$ cat config.mk
export PLATFORM = sky130hd
export DESIGN_NAME = dm_wb_cache
export DESIGN_NICKNAME = d
export VERILOG_FILES = /design/src/rtl/dm_wb_cache.sv
export SDC_FILE = /design/constraint.sdc
export NUM_CORES = 1
export LEC_CHECK = 0
export BUFFER_PORTS_ARGS = -buffer_cell sky130_fd_sc_hd__buf_2
export CORE_MARGIN = 8
export CORE_UTILIZATION = 55
export DETAILED_ROUTE_END_ITERATION = 16
export PLACE_DENSITY = 0.85
export SETUP_SLACK_MARGIN = 0.4
export SYNTH_ARGS = -nofsm -noshare
export SYNTH_HDL_FRONTEND = slang
export SYNTH_SLANG_ARGS = --single-unit
$ cat constraint.sdc
create_clock -name clk -period 5.4 [get_ports clk]
set_input_delay 0.81 -clock clk [delete_from_list [all_inputs] [get_ports clk]]
set_output_delay 0.81 -clock clk [all_outputs]
set_load 0.005 [all_outputs]
$ cat src/rtl/dm_wb_cache.sv
module dm_wb_cache #(
  parameter int ADDR_W = 24,
  parameter int IDX_W  = 4,
  parameter int DATA_W = 32
) (
  input  logic                            clk,
  input  logic                            rst_n,
  input  logic                            cpu_req,
  input  logic                            cpu_we,
  input  logic [ADDR_W-1:0]               cpu_addr,
  input  logic [DATA_W/8-1:0]             cpu_be,
  input  logic [DATA_W-1:0]               cpu_wdata,
  output logic [DATA_W-1:0]               cpu_rdata,
  output logic                            cpu_ready,
  output logic                            mem_req,
  output logic                            mem_we,
  output logic [ADDR_W-$clog2(DATA_W/8)-1:0] mem_addr,
  output logic [DATA_W-1:0]               mem_wdata,
  input  logic [DATA_W-1:0]               mem_rdata,
  input  logic                            mem_ack
);
  localparam int NBYTE = DATA_W / 8;
  localparam int OFF_W = $clog2(NBYTE);
  localparam int TAG_W = ADDR_W - IDX_W - OFF_W;
  localparam int LINES = 1 << IDX_W;

  typedef enum logic [1:0] {S_IDLE, S_WB, S_FILL} st_t;
  st_t st;

  logic [LINES-1:0] valid_q, dirty_q;
  logic [TAG_W-1:0]  tag_q  [LINES];
  logic [DATA_W-1:0] data_q [LINES];

  wire [IDX_W-1:0] idx = cpu_addr[OFF_W +: IDX_W];
  wire [TAG_W-1:0] tag = cpu_addr[ADDR_W-1 -: TAG_W];
  wire unused_off = ^cpu_addr[OFF_W-1:0];
  wire hit = valid_q[idx] && (tag_q[idx] == tag);

  assign cpu_ready = (st == S_IDLE) && cpu_req && hit;
  assign cpu_rdata = data_q[idx];
  assign mem_req   = (st != S_IDLE);
  assign mem_we    = (st == S_WB);
  assign mem_addr  = (st == S_WB) ? {tag_q[idx], idx} : {tag, idx};
  assign mem_wdata = data_q[idx];

  logic [DATA_W-1:0] merged;
  always_comb begin
    merged = data_q[idx];
    for (int i = 0; i < NBYTE; i++)
      if (cpu_be[i]) merged[8*i +: 8] = cpu_wdata[8*i +: 8];
  end

  always_ff @(posedge clk) begin
    if (!rst_n) begin
      st      <= S_IDLE;
      valid_q <= '0;
      dirty_q <= '0;
    end else begin
      case (st)
        S_IDLE: begin
          if (cpu_ready && cpu_we) dirty_q[idx] <= 1'b1;
          if (cpu_req && !hit)
            st <= (valid_q[idx] && dirty_q[idx]) ? S_WB : S_FILL;
        end
        S_WB:   if (mem_ack) st <= S_FILL;
        S_FILL: if (mem_ack) begin
          valid_q[idx] <= 1'b1;
          dirty_q[idx] <= 1'b0;
          st           <= S_IDLE;
        end
        default: st <= S_IDLE;
      endcase
    end
  end

  always_ff @(posedge clk) begin
    if (cpu_ready && cpu_we) data_q[idx] <= merged;
    if (st == S_FILL && mem_ack) begin
      data_q[idx] <= mem_rdata;
      tag_q[idx]  <= tag;
    end
  end


  ready_req_chk: assert property (@(posedge clk) disable iff (!rst_n)
    cpu_ready |-> cpu_req && !mem_req);


  serve_after_fill_chk: assert property (@(posedge clk) disable iff (!rst_n)
    (mem_req && !mem_we && mem_ack && cpu_req) |=> cpu_ready);


  store_hit_quiet_chk: assert property (@(posedge clk) disable iff (!rst_n)
    (cpu_ready && cpu_we) |=> !mem_req);


  wb_then_fill_chk: assert property (@(posedge clk) disable iff (!rst_n)
    (mem_req && mem_we && mem_ack) |=> mem_req && !mem_we);


  mem_hold_chk: assert property (@(posedge clk) disable iff (!rst_n)
    (mem_req && !mem_ack) |=> mem_req && $stable(mem_addr) && $stable(mem_we));
endmodule

==> results.toml <==
[logic_synthesis]
yosysWarnings = 0
ys_ff_latch = 834
yosysMostFrequentCell = "edfxtp_1"
ys_types = 54
synthArstFlopShare = 0
postSynthAreaPerCell_sq_um = 20.1
yosysTopAreaCell = "edfxtp_1"
netlist_top_cells_count = "edfxtp_1, mux4_2, nand2_1"
syn_inst = 1673
post-synth-top-area-fraction = 0.715
synthFlopType = "edfxtp_1"
synth_edf_count = 800
syn-num-nets = 1770
synthTopCellsByArea = "edfxtp_1, mux4_2, mux2i_1"
syn_area_sq_mm = 0.0336
ys_seq_area_frac = 0.735

[setup_path]
path_cells = "buf_8 > buf_6 > mux2i_1 > a22oi_1 > nand2_1 > xnor2_1 > a2111oi_0 > buf_4 > nand4_1 > nor3_1 > nand3_1 > inv_1 > buf_2"
r2r_end = "data_q[6][6]"
crit_type = "input port to output pin"
crit_path_top_delay_cell = "buf_6"
end_kind = "output pin"
cp.required_ns = 4.59
worst_r2r_path_depth = 9
cp_data_arrival_time_ns = 3.89
rrSetupSlack_ns = 1.57
cp-start-kind = "input port"
path_max_fanout = 52
r2r-start = "tag_q[14][5]"
crit_path_max_incr_delay_ns = 0.53

[hold_path]
holdPathEnd = "valid_q[7]"
hold_depth = 1
hold_start = "valid_q[7]"
hold_class = "register to register"

[routing]
ant_nets = 0
drt_iter0_drc = 2278
wl_per_cell_um = 30.7
first_pass_iters = 7
drt-total-wl_um = 83800
drc = 0
vias_per_cell = 6.60
vias = 18000

[pwr]
ir_drop_v = 0.000283
powerDensity_mw_per_mm2 = 353
swShare = 0.220
p_int_mw = 10.5
pwr-share-seq = 0.535
comb_power_share = 0.068
power_leakage_nw = 12.6
switchingPower_mw = 2.97
clkPwrFrac = 0.396
p_total_mw = 13.5

[floorplan]
start_util = 0.557
dieArea_sq_mm = 0.0693
core_area_sq_mm = 0.0604
io_pins = 186
rows = 90
die_h_um = 263
die_x_um = 263

[final_layout]
drive_above_1_share = 0.332
fin_nets = 1977
nFillCells = 3839
area_delta_synth_final_pct = 13.7
fin_area_sq_mm = 0.0382

[cts]
cts.htree.levels = 3
clk_latency_ns = 0.64
clk_pin_slew_ns = 0.06
clockRootBuffer = "clkbuf_16"
cts_buffer_depth = 3
cts_setup_buffers = 0
numCtsBuffers = 80
clock_sinks = 834
cts_tree = "done"

[global_routing]
antenna_found_initial = 3
track_usage = 0.239
grt_max_degree = 53
grt_pass1_wl_um = 123000
first_global_vias = 19000
grt-ovfl-total = 0

[sta]
tightest_slew_ns = 1.11
drv_slew = 0
fin_tns_setup_ns = 0
grt_setup_unrepaired = "false"
timing.final.crit_share = 0.870
fin_worst_skew_ns = 0.0293
finalSetupViolCount = 0
fin_crit_ns = 4.70
finalHoldViolations = 0
slew_headroom = 0.258
clock.fmax_ghz = 0.213

[outcome]
outcome = "finished, final reports clean"

[flow_run]
maxCapViolations = 0

[place]
gp_congestion = 0.818
hpwl_um = 44000
io_buffers = 183
dpl_cell_area_sq_mm = 0.0357
cells by family after synthesis:
kind of cell    synth area share
flops                      0.735
mux                        0.178
simple gates              0.0308
compound gates            0.0292
buf+inv                   0.0230
xor+xnor                 0.00391
power by group through the flow:
| stage | combinational, mW | sequential (mW) | clock, mW |
|---|---|---|---|
| after floorplan | 0.568 | 7.37 | 0 |
| after global placement | 0.852 | 7.36 | 0 |
| after detailed placement | 0.901 | 7.37 | 0 |
| after CTS | 0.918 | 7.23 | 5.38 |
| after global routing | 0.979 | 7.23 | 5.62 |
| final | 0.922 | 7.23 | 5.35 |
through the flow:
step                       util  worst slack, ns  hold slack, ns  instances
after detailed placement  0.592            0.480           0.450       2580
final                     0.633            0.703           0.461       2728
after CTS                 0.633            0.455           0.463       2726
after global placement    0.592            0.563           0.441       2580
after global routing      0.633            0.420           0.476       2726
after floorplan               -           0.0218           0.435       1673
cells in the final DEF (no fill, tap or decap), types with 20 or more instances in the layout:
master and n:
edfxtp_1 800, dfxtp_1 34, buf_4 54, clkbuf_1 22
nor2_4 23, mux2i_1 93, nand2_1 94, mux4_2 216
a22oi_1 20, buf_2 179, clkbuf_16 81, o21ai_0 36
per-layer routing:
| layer | GRT usage | share of wire |
|---|---|---|
| met2 | 0.408 | 0.51 |
| met1 | 0.298 | 0.35 |
| met5 | 0 | 0.00013 |
| met4 | 0.0888 | 0.035 |
| met3 | 0.0528 | 0.099 |
layout make-up:
cell class	count	area [sq um]	share of cell area
clock buffer	109	2190	0.0573
clock inverter	37	278	0.00727
antenna	2	5.00	0.000131
inverter	9	33.8	0.000884
tap	782	978	0.0256
multi-input combinational	700	8330	0.218
sequential	834	24700	0.646
timing repair buffer	255	1700	0.0446
registers in the layout (all words and copies together), names as in the netlist, named ones only:
signal   flops
tag_q      288
valid_q     16
st           2
data_q     512
worst max path at each step:
stage / slack (ns) / startpoint / to / cells past startpoint
after floorplan: 0.02 / cpu_addr[5] / data_q[6][0] / 12
after global placement: 0.56 / cpu_addr[2] / cpu_ready / 13
after detailed placement: 0.48 / cpu_addr[2] / data_q[13][12] / 13
after CTS: 0.45 / cpu_addr[2] / cpu_ready / 13
after global routing: 0.42 / cpu_addr[2] / cpu_ready / 13
final: 0.70 / cpu_addr[2] / cpu_ready / 13
critical path: cells and delay by family:
family,cells,cell delay [ns]
XOR/XNOR,1,0.16
multiplexers,1,0.15
AO/OA/AOI/OAI,2,0.78
AND/OR/NAND/NOR,4,0.55
buffers and inverters,5,1.34
what timing repair did:
| item | in CTS | in global routing |
|---|---|---|
| setup endpoints to repair | 0 | 1 |
| gates resized for setup | 0 | 3 |
| hold buffers | 0 | 0 |
Power figures use the tool's default switching activity.
